--- config.mk ---
export PLATFORM = sky130hd
export DESIGN_NAME = baud_reload_timer
export DESIGN_NICKNAME = d
export VERILOG_FILES = /design/src/rtl/abt_pkg.sv /design/src/rtl/abt_fall_detect.sv /design/src/rtl/abt_timer_core.sv /design/src/rtl/abt_tick_router.sv /design/src/rtl/baud_reload_timer.sv
export SDC_FILE = /design/constraint.sdc
export NUM_CORES = 1
export LEC_CHECK = 0
export BUFFER_PORTS_ARGS = -buffer_cell sky130_fd_sc_hd__buf_2
export CORE_ASPECT_RATIO = 1.5
export CORE_UTILIZATION = 50
export DETAILED_ROUTE_END_ITERATION = 8
export GPL_ROUTABILITY_DRIVEN = 0
export HOLD_SLACK_MARGIN = 0.15
export PLACE_DENSITY_LB_ADDON = 0.15
export SYNTH_ARGS = -nofsm -noshare
export SYNTH_HDL_FRONTEND = slang
export SYNTH_HIERARCHICAL = 1
export SYNTH_SLANG_ARGS = --single-unit
--- constraint.sdc ---
create_clock -name clk -period 2.8 [get_ports clk]
set_input_delay 0.56 -clock clk [delete_from_list [all_inputs] [get_ports clk]]
set_output_delay 0.56 -clock clk [all_outputs]
set_load 0.01 [all_outputs]
--- src/rtl/abt_pkg.sv ---
package abt_pkg;

    typedef enum logic [1:0] {
        ST_HALT = 2'd0,
        ST_CORE = 2'd1,
        ST_PIN  = 2'd2
    } tmr_state_e;

    // control byte, bit 0 is rx_sel
    typedef struct packed {
        logic ovf_flag;
        logic ext_flag;
        logic ext_en;
        logic run;
        logic src_pin;
        logic tx_sel;
        logic rx_sel;
    } ctrl_t;

    localparam int CTRL_BITS = 7;

endpackage

--- src/rtl/abt_fall_detect.sv ---
module abt_fall_detect #(
    parameter int STAGES = 2
) (
    input  logic clk,
    input  logic rst_n,
    input  logic pin,
    output logic fall
);

    logic [STAGES-1:0] sync_q;
    logic              prev_q;

    always_ff @(posedge clk or negedge rst_n) begin
        if (!rst_n) begin
            sync_q <= '1;
            prev_q <= 1'b1;
        end else begin
            sync_q <= {sync_q[STAGES-2:0], pin};
            prev_q <= sync_q[STAGES-1];
        end
    end

    assign fall = prev_q & ~sync_q[STAGES-1];

    // a detected edge lasts one cycle
    assert_fall_single_R6: assert property (@(posedge clk) disable iff (!rst_n)
        fall |=> !fall);

endmodule

--- src/rtl/abt_timer_core.sv ---
module abt_timer_core
    import abt_pkg::*;
#(
    parameter int CNT_W  = 16,
    parameter int BYTE_W = 8,
    localparam int NBYTES = CNT_W / BYTE_W
) (
    input  logic              clk,
    input  logic              rst_n,
    input  logic              run,
    input  logic              src_pin,
    input  logic              pin_fall,
    input  logic [CNT_W-1:0]  rld,
    input  logic [NBYTES-1:0] cnt_wr_en,
    input  logic [BYTE_W-1:0] cnt_wr_data,
    output logic              ovf
);

    tmr_state_e state_q, state_d;
    logic [CNT_W-1:0] cnt_q, cnt_d;
    logic inc;
    logic wrap;
    logic any_wr;

    // state register
    always_ff @(posedge clk or negedge rst_n) begin
        if (!rst_n) state_q <= ST_HALT;
        else        state_q <= state_d;
    end

    // next state
    always_comb begin
        state_d = state_q;
        unique case (state_q)
            ST_HALT: if (run) state_d = src_pin ? ST_PIN : ST_CORE;
            ST_CORE: if (!run) state_d = ST_HALT;
                     else if (src_pin) state_d = ST_PIN;
            ST_PIN:  if (!run) state_d = ST_HALT;
                     else if (!src_pin) state_d = ST_CORE;
            default: state_d = ST_HALT;
        endcase
    end

    // outputs of the state machine
    always_comb begin
        inc = 1'b0;
        unique case (state_q)
            ST_HALT: inc = 1'b0;
            ST_CORE: inc = 1'b1;
            ST_PIN:  inc = pin_fall;
            default: inc = 1'b0;
        endcase
    end

    assign any_wr = |cnt_wr_en;
    assign wrap   = (cnt_q == {CNT_W{1'b1}});

    always_comb begin
        cnt_d = cnt_q;
        if (any_wr) begin
            for (int i = 0; i < NBYTES; i++)
                if (cnt_wr_en[i]) cnt_d[i*BYTE_W +: BYTE_W] = cnt_wr_data;
        end else if (inc) begin
            cnt_d = wrap ? rld : cnt_q + 1'b1;
        end
    end

    always_ff @(posedge clk or negedge rst_n) begin
        if (!rst_n) begin
            cnt_q <= '0;
            ovf   <= 1'b0;
        end else begin
            cnt_q <= cnt_d;
            ovf   <= inc & wrap & ~any_wr;
        end
    end

    assert_reload_on_wrap_R2: assert property (@(posedge clk) disable iff (!rst_n)
        ovf |-> cnt_q == $past(rld));

    assert_hold_when_halted_R5: assert property (@(posedge clk) disable iff (!rst_n)
        (state_q == ST_HALT && !any_wr) |=> $stable(cnt_q));

endmodule

--- src/rtl/abt_tick_router.sv ---
module abt_tick_router #(
    parameter int NDIR = 2
) (
    input  logic            tick,
    input  logic [NDIR-1:0] sel,
    input  logic [NDIR-1:0] alt,
    output logic [NDIR-1:0] out
);

    for (genvar d = 0; d < NDIR; d++) begin : g_dir
        assign out[d] = sel[d] ? tick : alt[d];
    end

endmodule

--- src/rtl/baud_reload_timer.sv ---
module baud_reload_timer
    import abt_pkg::*;
#(
    parameter int CNT_W       = 16,
    parameter int BYTE_W      = 8,
    parameter int ADDR_W      = 3,
    parameter int SYNC_STAGES = 2
) (
    input  logic              clk,
    input  logic              rst_n,
    input  logic              reg_wr,
    input  logic [ADDR_W-1:0] reg_addr,
    input  logic [BYTE_W-1:0] reg_wdata,
    input  logic              t_pin,
    input  logic              trig_pin,
    input  logic              alt_rx_tick,
    input  logic              alt_tx_tick,
    output logic              rx_tick,
    output logic              tx_tick,
    output logic              irq
);

    localparam int NBYTES   = CNT_W / BYTE_W;
    localparam int RLD_BASE = 1;
    localparam int CNT_BASE = 1 + NBYTES;

    ctrl_t ctrl_q;
    logic [CNT_W-1:0]  rld_q;
    logic [NBYTES-1:0] rld_wr_en;
    logic [NBYTES-1:0] cnt_wr_en;
    logic ctrl_wr;
    logic t_fall, trig_fall;
    logic ovf;
    logic baud_mode;
    logic [1:0] routed;

    assign ctrl_wr   = reg_wr && (reg_addr == ADDR_W'(0));
    assign baud_mode = ctrl_q.rx_sel | ctrl_q.tx_sel;

    for (genvar b = 0; b < NBYTES; b++) begin : g_lane
        assign rld_wr_en[b] = reg_wr && (reg_addr == ADDR_W'(RLD_BASE + b));
        assign cnt_wr_en[b] = reg_wr && (reg_addr == ADDR_W'(CNT_BASE + b));

        always_ff @(posedge clk or negedge rst_n) begin
            if (!rst_n)            rld_q[b*BYTE_W +: BYTE_W] <= '0;
            else if (rld_wr_en[b]) rld_q[b*BYTE_W +: BYTE_W] <= reg_wdata;
        end
    end

    // control byte; hardware flag sets win over a software clear
    always_ff @(posedge clk or negedge rst_n) begin
        if (!rst_n) begin
            ctrl_q <= '0;
        end else begin
            if (ctrl_wr) ctrl_q <= ctrl_t'(reg_wdata[CTRL_BITS-1:0]);
            if (ovf && !baud_mode) ctrl_q.ovf_flag <= 1'b1;
            if (trig_fall && ctrl_q.ext_en) ctrl_q.ext_flag <= 1'b1;
        end
    end

    abt_fall_detect #(.STAGES(SYNC_STAGES)) u_t_edge (
        .clk(clk), .rst_n(rst_n), .pin(t_pin), .fall(t_fall));

    abt_fall_detect #(.STAGES(SYNC_STAGES)) u_trig_edge (
        .clk(clk), .rst_n(rst_n), .pin(trig_pin), .fall(trig_fall));

    abt_timer_core #(.CNT_W(CNT_W), .BYTE_W(BYTE_W)) u_core (
        .clk(clk), .rst_n(rst_n),
        .run(ctrl_q.run), .src_pin(ctrl_q.src_pin), .pin_fall(t_fall),
        .rld(rld_q), .cnt_wr_en(cnt_wr_en), .cnt_wr_data(reg_wdata),
        .ovf(ovf));

    abt_tick_router #(.NDIR(2)) u_route (
        .tick(ovf),
        .sel({ctrl_q.tx_sel, ctrl_q.rx_sel}),
        .alt({alt_tx_tick, alt_rx_tick}),
        .out(routed));

    assign rx_tick = routed[0];
    assign tx_tick = routed[1];
    assign irq     = ctrl_q.ovf_flag | ctrl_q.ext_flag;

    assert_no_ovf_flag_in_baud_R8: assert property (@(posedge clk) disable iff (!rst_n)
        (baud_mode && !ctrl_q.ovf_flag && !ctrl_wr) |=> !ctrl_q.ovf_flag);

    assert_ext_flag_needs_enable_R7: assert property (@(posedge clk) disable iff (!rst_n)
        (!ctrl_q.ext_en && !ctrl_wr) |=> (ctrl_q.ext_flag == $past(ctrl_q.ext_flag)));

endmodule

After elaboration in Yosys (flattened, before gate mapping)
Cells that the tools add are included.

Bits in registers: 48. Input bits: 18. Output and inout port bits: 3.

Add/sub/neg operators: 1. Equal/unequal tests: 12. Mux-type cells: 18. Bitwise gates (word level): 9. Reduce and logical (&&, ||, !) cells: 17.

Operators with widths (number): 2-to-1 mux 16 bit (3); adder 16 x 1 -> 16 bit (second input constant) (1); == test 16 bit (second input constant) (1); 2-to-1 mux 8 bit (2); 2-to-1 mux 2 bit (6); logical AND 1 bit (7); 2-to-1 mux 7 bit (1); == test 3 x 2 -> 1 bit (second input constant) (2); inequality test 2 bit (second input constant) (3); inequality test 3 bit (second input constant) (2); one-hot mux 2 bit (3 select lines) (1); nonzero test 2 bit (3); AND 1 bit (4); 2-to-1 mux 1 bit (4); AND reduction 2 bit (2); == test 3 x 1 -> 1 bit (second input constant) (1); == test 3 bit (second input constant) (1); logical NOT 3 bit (1); inverter 1 bit (3); AND reduction 3 bit (1); == test 2 x 1 -> 1 bit (second input constant) (1); == test 2 bit (second input constant) (1); logical NOT 2 bit (1); bitwise OR 1 bit (2); other kinds (3) (3).

Logic depth before layout (Yosys ltp)
Gate-level depths: netlist of the first run.

Word-level depth: 5. Mapped depth: 8.

Cells and area by module
The synthesis of the first run kept the hierarchy.

By module, submodules not included: abt_timer_core (times used 1, cells each 175, area each 1440.1 sq um, seq. area each 475.5 sq um); baud_reload_timer (times used 1, cells each 58, area each 929.6 sq um, seq. area each 575.6 sq um); abt_fall_detect (times used 2, cells each 4, area each 92.6 sq um, seq. area each 78.8 sq um); abt_tick_router (times used 1, cells each 2, area each 26.3 sq um, seq. area each 0.0 sq um).

Worst setup path before layout of the first run
Ideal clock, no wire load.

Path kind: in2reg. Start: in reg_addr[1]. End: reg u_core.cnt_q[15]. Data arrival time: 1.825 ns. Data required time: 2.648 ns. Path slack: 0.823 ns. Stages: 7. Path buffers: 1. Cell sequence: nor3_1 -> nor2_1 -> clkbuf_1 -> and4_1 -> a22o_1 -> a21oi_1 -> o22ai_1.

Cells in the longest elaborated chain, start to end: 5.

RTL lines: start, declared (RTL line baud_reload_timer.sv:12) `input logic [ADDR_W-1:0] reg_addr,`; == test 3 x 2 -> 1 bit / == test 3 bit (equally long branches) (RTL line baud_reload_timer.sv:42) `assign cnt_wr_en[b] = reg_wr && (reg_addr == ADDR_W'(CNT_BASE + b));`; logical AND 1 bit (RTL line baud_reload_timer.sv:42); OR reduction 2 bit (RTL line abt_timer_core.sv:55) `assign any_wr = |cnt_wr_en;`; inequality test 2 bit (no source line) / nonzero test 2 bit (equally long branches); AND reduction 2 bit (no source line); end signal, assigned (RTL line abt_timer_core.sv:73) `cnt_q <= cnt_d;`; end, declared (RTL line abt_timer_core.sv:20) `logic [CNT_W-1:0] cnt_q, cnt_d;`.

Parallel ways exist; a longest one is shown, timed or not. A chain may end at the register's enable or synchronous reset.

Worst setup path after layout of the first run
Start: reg u_core.cnt_q[0]. End: reg u_core.cnt_q[11].

Cells in the longest elaborated chain, start to end: 4.

RTL lines: adder 16 x 1 -> 16 bit / == test 16 bit (equally long branches) (RTL line abt_timer_core.sv:64, abt_timer_core.sv:56); 2-to-1 mux 16 bit (*) (RTL line abt_timer_core.sv:64) `cnt_d = wrap ? rld : cnt_q + 1'b1;`; 2-to-1 mux 16 bit (*) (RTL line abt_timer_core.sv:63) `end else if (inc) begin`; 2-to-1 mux 16 bit (*) (RTL line abt_timer_core.sv:60) `if (any_wr) begin`.

Every way passes the cells marked *; elsewhere a longest branch is shown, timed or not. The select of a mux whose other input is x is not followed.

==> results by group, run 1 <==
Clock tree
  • CTS Buf Count: 5
  • CTS root buffer: clkbuf_8
  • Clock transition at path regs: 0.10 ns
  • Clk_lat worst skew: 0.31 ns
  • Resized cells post-CTS: 0
  • Clock Path Buffers: 2
  • Number of clock sinks: 48
  • CTS tree: done
  • Post-CTS Hold Buffers: 0
  • H-tree lvl count: 2
  • Post-CTS setup buffer count: 0

Synthesis
  • Synthesis-stage register bit count: 48
  • Post-synth EDFFs: 0
  • Predominant post-synthesis flop cell: dfrtp_1
  • Ranking of synthesized cells by area: dfrtp_1 (41%), mux2_2 (9.2%), dfstp_2 (6.1%), a21oi_1 (3.1%), nand2_1 (2.9%)
  • Most common cell in the netlist: dfrtp_1
  • Synthesized area: 2581 um^2
  • Avg Inst Size Synth: 10.62 um^2
  • Cell variety after synth: 58
  • Top cells by count, synth: dfrtp_1 (42), mux2_2 (21), nand2_1 (20), nor2_1 (20), a21oi_1 (16)
  • Synth Instances: 243
  • Syn. warnings: 6
  • Post-synth top area cell: dfrtp_1
  • Seq/Total Area, Yosys: 0.4683
  • Share of the synthesized area in the top cell type: 0.4072
  • Post-Syn Nets: 266
  • Async SR Flop Fraction: 1.000

Global routing
  • First-pass GRT wire length: 9853 um
  • Global route total overflow: 0
  • GR Util All Layers: 0.2431
  • Initial antenna violation count: 0
  • Number of global-route vias before repair: 2013
  • Largest net degree at the start of global routing: 49

Drt
  • Routed wire length per instance: 18.25 um
  • Routed vias: 2035
  • DRC Markers: 0
  • Final ANT Viol Nets: 0
  • Post-DR vias/cell: 6.075
  • Initial DRC Count: 115
  • Length of the first detailed-routing pass in iterations: 5
  • Total wire length: 6114 um

Power and ir drop
  • Total power: 2.401 mW
  • Max rail drop VDD: 0.3953 mV
  • P_int: 1.508 mW
  • Sw Ratio: 0.3719
  • Net Switching: 0.8929 mW
  • LEAKAGE: 1.200 nW
  • Clock power share: 0.211
  • Combinational power share: 0.320
  • Seq pwr share: 0.469
  • Pwr Density: 832.5 nW/um^2

Placement
  • Hpwl dp: 4249 um
  • I/O Buffers: 20

Status
  • Outcome: finished clean

Floorplan
  • Core area: 4887 um^2
  • Die ar.: 5460 um^2
  • IO Pins: 21
  • DIE WIDTH: 60.67 um
  • DIE HEIGHT: 90 um
  • Starting Density: 0.5282
  • Num rows: 31

Finish
  • Fraction of layout cells with a size suffix above 1: 0.2974
  • Number of diodes: 0
  • Layout area overhead: 11.73%
  • Final #Nets: 291

Timing
  • Final setup fails: 0
  • Final Max Slew Viols: 0
  • Worst Skew: 0.01013 ns
  • Tcrit/Tclk final: 0.8114
  • Worst rel slew slack: 0.5510
  • Min Tclk post-route: 2.272 ns
  • Max Freq: 0.4401 GHz
  • Fin. Hold Viols: 0
  • TNS Setup: 0 ns
  • RSZ-0062 raised after global routing: false
  • Worst Max-Slew Pin Slew: 0.6722 ns

Run
  • Max-cap violations: 0

Critical path
  • CP Launch Type: register
  • Crit-path max FO: 9
  • Critical Path RT: 3.03 ns
  • WP data arrival: 2.50 ns
  • Crit Path Class: register to register
  • Worst Setup End Kind: register

Worst hold path
  • HP Class: input pin to async pin
cells by family (layout without fill, tap and decap cells):
family                     after synthesis  after routing  share of synthesized area
adders and majority gates                5              5                    0.02424
DFF                                     48             48                     0.4683
and+or+nand+nor                         85             85                     0.1968
muxes                                   24             24                     0.1057
buffers and inverters                   14             40                    0.02666
AOI/OAI and AO/OA                       63             63                     0.1648
xor gates and xnor gates                 4              4                    0.01357
path summary, 6_finish.rpt:
path | startpoint | endpoint | slack (ns) | cells past startpoint
max in group asynchronous | rst_n | u_core/cnt_q[0] | 2.04 | 2
worst min-delay path | rst_n | u_core/cnt_q[14] | 0.35 | 2
min in group clk | t_pin | u_t_edge/sync_q[0] | 0.35 | 1
worst min register to register | u_trig_edge/sync_q[0] | u_trig_edge/sync_q[1] | 0.36 | 0
worst max register to register | u_core/cnt_q[0] | u_core/cnt_q[11] | 0.53 | 6
worst max-delay path | u_core/cnt_q[0] | u_core/cnt_q[11] | 0.53 | 6
registers in the layout, summed over array words and instances (netlist names):
register and flops:
u_t_edge/sync_q 2, ctrl_q 7, u_trig_edge/sync_q 2, u_trig_edge/prev_q 1
u_core/cnt_q 16, u_core/state_q 2, rld_q 16, u_core/ovf 1
u_t_edge/prev_q 1
worst max-delay path, stage by stage, from the launching register on:
cell,delay [ns]
dfrtp_1,0.47
ha_1,0.26
nand2_1,0.20
nor4_4,0.46
and3_1,0.52
nand2_2,0.10
a41oi_2,0.19
power by group through the flow:
| stage | Combinational (mW) | Sequential (mW) | Clock, mW |
|---|---|---|---|
| after floorplan | 0.597 | 1.06 | 0 |
| after global placement | 0.748 | 1.13 | 0 |
| after detailed placement | 0.760 | 1.13 | 0 |
| after CTS | 0.764 | 1.12 | 0.523 |
| after global routing | 0.865 | 1.16 | 0.546 |
| final | 0.769 | 1.13 | 0.506 |
layer usage:
metal | global-route usage | share of wire | vias up
met5 | 0 | 0 | -
met4 | 0.1023 | 0.026 | 0
li1 | - | - | 952
met1 | 0.3114 | 0.40 | 1009
met3 | 0.03022 | 0.053 | 11
met2 | 0.4002 | 0.52 | 63
cell usage in the layout (no fill, tap or decap), types with 3 or more instances in the layout:
| cell type | count |
|---|---|
| dfrtp_1 | 42 |
| mux2_2 | 21 |
| nand2_1 | 20 |
| nor2_1 | 20 |
| buf_2 | 20 |
| a21oi_1 | 16 |
| nand3_1 | 11 |
| o21ai_0 | 11 |
| buf_4 | 7 |
| o22ai_1 | 6 |
| dfstp_2 | 6 |
| nor3_1 | 5 |
| clkbuf_8 | 5 |
| inv_1 | 5 |
| a31oi_1 | 5 |
| ha_1 | 5 |
| a22oi_1 | 4 |
| nand4_1 | 4 |
| and4_1 | 3 |
metrics by stage:
stage	cells	hold slack (ns)	setup WS, ns	cell area [um^2]	utilization
2_1_floorplan	243	0.2644	0.8233	2581	-
3_3_place_gp	327	0.3466	0.5865	2773	0.5673
3_5_place_dp	327	0.3476	0.6031	2773	0.5673
4_1_cts	335	0.3378	0.5715	2884	0.5901
5_1_grt	335	0.3322	0.3818	2884	0.5901
6_report	335	0.3463	0.5280	2884	0.5901
area by class of cell:
type                            instances  area, um^2
Fill cell                             451        2003
Multi-Input combinational cell        181        1310
Sequential cell                        48        1209
Timing Repair Buffer                   27       152.6
Tap cell                               66       82.58
Clock buffer                            5       68.82
Clock inverter                          3       42.54
Inverter                                5       18.77
(Power assumes the default switching activity.)
==> run 2, diff against run 1 <==
==> constraint.sdc (replaced) <==
create_clock -name clk -period 2.1 [get_ports clk]
set_input_delay 0.42 -clock clk [delete_from_list [all_inputs] [get_ports clk]]
set_output_delay 0.42 -clock clk [all_outputs]
set_load 0.01 [all_outputs]
==> run 2 against run 1 <==
  * Sequential share of layout area shrank 1.0 points
  * Register-to-register slack lost 0.37 ns
  * Clock-buffer cell count grew 1
  * Largest power group unchanged
==> results by group, run 2 (synthesis results as in run 1) <==
Status
  • Outcome: finished clean (unchanged)

Drt
  • Total wire length: 6026 um (was 6114 um)
  • Final ANT Viol Nets: 0 (unchanged)
  • Initial DRC Count: 113 (was 115)
  • Length of the first detailed-routing pass in iterations: 4 (was 5)
  • DRC Markers: 0 (unchanged)
  • Post-DR vias/cell: 5.910 (was 6.075)
  • Routed wire length per instance: 17.47 um (was 18.25 um)
  • Routed vias: 2039 (was 2035)

Timing
  • TNS Setup: 0 ns (unchanged)
  • Worst rel slew slack: 0.6168 (was 0.5510)
  • Worst Skew: 0.003988 ns (was 0.01013 ns)
  • Worst Max-Slew Pin Slew: 0.5724 ns (was 0.6722 ns)
  • Final Max Slew Viols: 0 (unchanged)
  • Tcrit/Tclk final: 0.9268 (was 0.8114)
  • RSZ-0062 raised after global routing: false (unchanged)
  • Final setup fails: 0 (unchanged)
  • Fin. Hold Viols: 0 (unchanged)
  • Min Tclk post-route: 1.946 ns (was 2.272 ns)
  • Max Freq: 0.5138 GHz (was 0.4401 GHz)

Worst hold path
  • HP Class: input pin to register (was input pin to async pin)

Critical path
  • WP data arrival: 2.17 ns (was 2.50 ns)
  • Crit-path max FO: 6 (was 9)
  • Worst Setup End Kind: register (unchanged)
  • CP Launch Type: register (unchanged)
  • Crit Path Class: register to register (unchanged)
  • Worst path cell trace: ha_1 -> nand2_1 -> nor4_4 -> and2_1 -> a21oi_1 -> a211oi_2 (was ha_1 -> nand2_1 -> nor4_4 -> and3_1 -> nand2_2 -> a41oi_2)
  • Crit path max-delay cell type: dfrtp_1 (was and3_1)
  • Max incr delay on CP: 0.43 ns (was 0.52 ns)
  • Critical Path RT: 2.32 ns (was 3.03 ns)

Floorplan
  • Starting Density: 0.5282 (unchanged)
  • DIE HEIGHT: 90 um (unchanged)
  • DIE WIDTH: 60.67 um (unchanged)
  • Die ar.: 5460 um^2 (unchanged)
  • IO Pins: 21 (unchanged)
  • Num rows: 31 (unchanged)
  • Core area: 4887 um^2 (unchanged)

Clock tree
  • Clock transition at path regs: 0.08 ns (was 0.10 ns)
  • Resized cells post-CTS: 0 (unchanged)
  • CTS tree: done (unchanged)
  • CTS root buffer: clkbuf_8 (unchanged)
  • Clock Path Buffers: 2 (unchanged)
  • CTS Buf Count: 5 (unchanged)
  • Clk_lat worst skew: 0.31 ns (about the same)
  • H-tree lvl count: 2 (unchanged)
  • Number of clock sinks: 48 (unchanged)

Power and ir drop
  • LEAKAGE: 1.252 nW (was 1.200 nW)
  • Pwr Density: 1064 nW/um^2 (was 832.5 nW/um^2)
  • Max rail drop VDD: 0.5488 mV (was 0.3953 mV)

Global routing
  • Global route total overflow: 0 (unchanged)
  • Number of global-route vias before repair: 2090 (was 2013)
  • First-pass GRT wire length: 10060 um (was 9853 um)
  • GR Util met2: 0.4020 (was 0.4002)
  • Busiest grt layer: met2 (unchanged)
  • Initial antenna violation count: 0 (unchanged)
  • GR Util All Layers: 0.2495 (was 0.2431)
  • Largest net degree at the start of global routing: 29 (was 49)
  • Met3 global-route usage: 0.04604 (was 0.03022)
  • Met1 GRT Util: 0.3078 (was 0.3114)

Finish
  • Regs by FF count: rld_q: 16 flops, u_core/cnt_q: 16 flops, ctrl_q: 7 flops (unchanged)
  • Commonest non-fill, non-tap cell in the layout: dfrtp_1 (unchanged)
  • Layout area overhead: 14.49% (was 11.73%)
  • Fraction of layout cells with a size suffix above 1: 0.3190 (was 0.2974)
  • Most frequent cells in the layout: dfrtp_1 (42), mux2_2 (21), nand2_1 (20), nor2_1 (20), buf_2 (20) (unchanged)
  • Number of diodes: 0 (unchanged)
  • Final #Nets: 301 (was 291)
  • Design Area, Final: 2955 um^2 (was 2884 um^2)

Placement
  • Placement Cell Area: 2853 um^2 (was 2773 um^2)
  • Hpwl dp: 4467 um (was 4249 um)
  • I/O Buffers: 20 (unchanged)

Run
  • Max-cap violations: 0 (unchanged)
-- run 2: cell types whose count changed in the layout (fill, tap and decap cells not counted) --
cell,previous run,this run
buf_4,7,15
bufinv_16,1,0
dlygate4sd3_1,0,1
clkbuf_8,5,6
buf_12,0,1
clkinv_2,1,2
clkinvlp_4,1,0
-- run 2: layout make-up --
type / count / area, um^2
inverter: 5 / 18.77
clock buffer: 6 / 82.58
sequential: 48 / 1209
tap: 66 / 82.58
multi-input combinational: 181 / 1310
timing repair buffer: 37 / 242.7
clock inverter: 2 / 10.01
fill: 425 / 1932
-- run 2: final timing paths --
check | from | endpoint | slack, ns | depth (start not counted)
worst max-delay path | u_core/cnt_q[1] | u_core/cnt_q[0] | 0.15 | 6
worst min-delay path | t_pin | u_t_edge/sync_q[0] | 0.20 | 1
worst max register to register | u_core/cnt_q[1] | u_core/cnt_q[0] | 0.15 | 6
worst min register to register | u_trig_edge/sync_q[0] | u_trig_edge/sync_q[1] | 0.36 | 0
max in group asynchronous | rst_n | u_trig_edge/sync_q[0] | 0.91 | 3
min in group asynchronous | rst_n | rld_q[12] | 0.61 | 2
-- run 2: critical path, delay by kind of cell, from the launching register on --
family | cells | cell delay, ns
simple gates | 3 | 0.83
fa+ha+maj | 1 | 0.26
compound gates | 2 | 0.35
flops | 1 | 0.43
-- run 2: through the flow --
stage / cells / total power, mW / utilization / hold slack, ns / worst slack, ns
final: 345 / 3.144 / 0.6047 / 0.2049 / 0.1537
after global routing: 345 / 3.378 / 0.6047 / 0.1973 / 0.06285
after CTS: 345 / 3.155 / 0.6047 / 0.2032 / 0.1940
after detailed placement: 336 / 2.583 / 0.5837 / 0.3472 / 0.1310
after global placement: 336 / 2.560 / 0.5837 / 0.3465 / 0.2025
after floorplan: 243 / 2.211 / - / 0.1244 / 0.2633
-- run 2: where the power goes --
part | total [mW] | switching (mW) | internal (mW) | leakage (nW)
Combinational | 1.10 | 0.595 | 0.506 | 0.636
Clock | 0.564 | 0.302 | 0.263 | 0.0510
Sequential | 1.48 | 0.287 | 1.19 | 0.565
Total | 3.14 | 1.18 | 1.96 | 1.25
-- run 2: routing by layer --
metal | vias up | wire length, um | share of wire
li1 | 979 | - | -
met1 | 990 | 2463 | 0.41
met2 | 54 | 3046 | 0.51
met3 | 16 | 258 | 0.043
met4 | 0 | 257 | 0.043
met5 | - | 0 | 0
-- run 2: repair_timing --
action	CTS	global route
hold buffers	1	0
buffers inserted	0	0
endpoints found under the setup margin	0	0
endpoints found under the hold margin	19	0
==> run 3, diff against run 2 <==
--- a/config.mk
+++ b/config.mk
@@ -7,11 +7,13 @@
 export LEC_CHECK = 0
 export BUFFER_PORTS_ARGS = -buffer_cell sky130_fd_sc_hd__buf_2
 export CORE_ASPECT_RATIO = 1.5
+export CORE_MARGIN = 2
 export CORE_UTILIZATION = 50
 export DETAILED_ROUTE_END_ITERATION = 8
 export GPL_ROUTABILITY_DRIVEN = 0
 export HOLD_SLACK_MARGIN = 0.15
 export PLACE_DENSITY_LB_ADDON = 0.15
+export SKIP_CTS_REPAIR_TIMING = 1
 export SYNTH_ARGS = -nofsm -noshare
 export SYNTH_HDL_FRONTEND = slang
 export SYNTH_HIERARCHICAL = 1
==> run 3 against run 2 <==
  * Setup slack gained 0.089 ns
  * Largest power group unchanged
  * Largest cell class unchanged
  * Clock power grew 61%
  * Register-to-register slack gained 0.09 ns
  * Via count grew 2.2%
  * Sequential share of layout area shrank 0.93 points
  * Utilization shrank 0.53 points
  * Cell area grew 2.3%
  * First-iteration DRC count shrank 33%
  * Sequential power is essentially flat
  * Maximum frequency grew 4.8%
  * Critical endpoint unchanged
  * Global-route usage shrank 1.9 points
==> results by group, run 3 (synthesis results as in run 1) <==
Clock tree
  • CTS root buffer: clkbuf_8 (unchanged)
  • CTS tree: done (unchanged)
  • Number of clock sinks: 48 (unchanged)
  • H-tree lvl count: 2 (unchanged)
  • Clk_lat worst skew: 0.30 ns (was 0.31 ns)
  • Clock transition at path regs: 0.09 ns (was 0.08 ns)
  • CTS Buf Count: 5 (unchanged)
  • Clock Path Buffers: 2 (unchanged)

Global routing
  • Global route total overflow: 0 (unchanged)
  • First-pass GRT wire length: 10320 um (was 10060 um)
  • Largest net degree at the start of global routing: 28 (was 29)
  • Number of global-route vias before repair: 2090 (unchanged)
  • GR Util All Layers: 0.2306 (was 0.2495)
  • Initial antenna violation count: 0 (unchanged)

Timing
  • Fin. Hold Viols: 0 (unchanged)
  • Tcrit/Tclk final: 0.8846 (was 0.9268)
  • Min Tclk post-route: 1.858 ns (was 1.946 ns)
  • Worst Skew: 0.006278 ns (was 0.003988 ns)
  • Hold Slack: 0.2094 ns (was 0.2049 ns)
  • Final Max Slew Viols: 0 (unchanged)
  • TNS Setup: 0 ns (unchanged)
  • Final setup fails: 0 (unchanged)
  • RSZ-0062 raised after global routing: false (unchanged)
  • Worst Max-Slew Pin Slew: 0.5962 ns (was 0.5724 ns)
  • Worst rel slew slack: 0.6009 (was 0.6168)
  • Max Freq: 0.5383 GHz (was 0.5138 GHz)

Critical path
  • Crit path max-delay cell type: dfrtp_1 (unchanged)
  • Crit Path Class: register to register (unchanged)
  • Critical Path RT: 2.32 ns (about the same)
  • Worst Setup End Kind: register (unchanged)
  • Max incr delay on CP: 0.43 ns (about the same)
  • Crit-path max FO: 6 (unchanged)
  • CP Launch Type: register (unchanged)
  • Worst path cell trace: ha_1 -> nand2_1 -> nor4_4 -> and2_1 -> a21oi_1 -> a211oi_2 (unchanged)
  • WP data arrival: 2.08 ns (was 2.17 ns)

Drt
  • Final ANT Viol Nets: 0 (unchanged)
  • Routed vias: 2083 (was 2039)
  • Initial DRC Count: 76 (was 113)
  • Routed wire length per instance: 17.85 um (was 17.47 um)
  • DRC Markers: 0 (unchanged)
  • Post-DR vias/cell: 6.003 (was 5.910)
  • Total wire length: 6193 um (was 6026 um)
  • Length of the first detailed-routing pass in iterations: 4 (unchanged)

Placement
  • I/O Buffers: 20 (unchanged)
  • Hpwl dp: 4541 um (was 4467 um)
  • Dpl cells: 338 (was 336)

Finish
  • Number of diodes: 0 (unchanged)
  • Fraction of layout cells with a size suffix above 1: 0.3190 (unchanged)
  • Final #Nets: 301 (unchanged)
  • Layout area overhead: 17.16% (was 14.49%)
  • Filler Cells Inserted: 445 (was 425)
  • Post-route insts no fill: 347 (was 345)
  • Regs by FF count: rld_q: 16 flops, u_core/cnt_q: 16 flops, ctrl_q: 7 flops (unchanged)
  • Most frequent cells in the layout: dfrtp_1 (42), mux2_2 (21), nand2_1 (20), nor2_1 (20), buf_2 (20) (unchanged)
  • Sequential cell area: 1209 um^2 (unchanged)
  • Util after Layout: 0.5995 (was 0.6047)
  • Area of the multi-input gates: 1310 um^2 (unchanged)
  • Commonest non-fill, non-tap cell in the layout: dfrtp_1 (unchanged)

Power and ir drop
  • LEAKAGE: 1.278 nW (was 1.252 nW)
  • Max rail drop VDD: 0.6391 mV (was 0.5488 mV)
  • Total power: 3.499 mW (was 3.144 mW)
  • Pwr Density: 1157 nW/um^2 (was 1064 nW/um^2)

Floorplan
  • Starting Density: 0.5117 (was 0.5282)
  • Core area: 5045 um^2 (was 4887 um^2)
  • DIE HEIGHT: 92 um (was 90 um)
  • DIE WIDTH: 62.67 um (was 60.67 um)
  • Die ar.: 5765 um^2 (was 5460 um^2)
  • Num rows: 32 (was 31)
  • IO Pins: 21 (unchanged)

Worst hold path
  • HP Class: input pin to register (unchanged)

Run
  • Max-cap violations: 0 (unchanged)

Status
  • Outcome: finished clean (unchanged)
[run 3: final cells by class]
cell class                      instances  share of cell area
Tap cell                               68             0.02813
Multi-Input combinational cell        181              0.4332
Clock buffer                            5             0.02276
Clock inverter                          3             0.02979
Timing Repair Buffer                   37             0.08026
Inverter                                5            0.006206
Sequential cell                        48              0.3997
[run 3: per-layer routing]
metal,wire length [um],track usage
met5,0,0
met4,150,0.08704
met3,237,0.03681
met2,3265,0.4140
met1,2538,0.2747
[run 3: worst max-delay path: cells and delay by family, from the launching register on]
| family | cells | cell delay [ns] |
|---|---|---|
| compound gates | 2 | 0.33 |
| fa+ha+maj | 1 | 0.24 |
| simple gates | 3 | 0.78 |
| flops | 1 | 0.43 |
[run 3: power breakdown]
group / switching [mW] / internal [mW] / leakage, nW
combinational: 0.602 / 0.508 / 0.635
clock: 0.315 / 0.595 / 0.0784
sequential: 0.287 / 1.19 / 0.565
[run 3: path summary, 6_finish.rpt]
path	start	end	slack, ns	cells after the start
setup / recovery	u_core/cnt_q[1]	u_core/cnt_q[0]	0.24	6
hold / removal	trig_pin	u_trig_edge/sync_q[0]	0.21	1
setup reg to reg	u_core/cnt_q[1]	u_core/cnt_q[0]	0.24	6
hold reg to reg	u_trig_edge/sync_q[0]	u_trig_edge/sync_q[1]	0.36	0
max in group asynchronous	rst_n	u_trig_edge/prev_q	0.88	3
min in group asynchronous	rst_n	u_core/cnt_q[4]	0.63	2
[run 3: through the flow]
| step | setup WS (ns) | area, um^2 |
|---|---|---|
| finish | 0.2424 | 3024 |
| global route | 0.07188 | 3024 |
| CTS | 0.2487 | 3014 |
| detailed placement | 0.1115 | 2855 |
| global placement | 0.1730 | 2855 |
| floorplan | 0.2633 | 2581 |
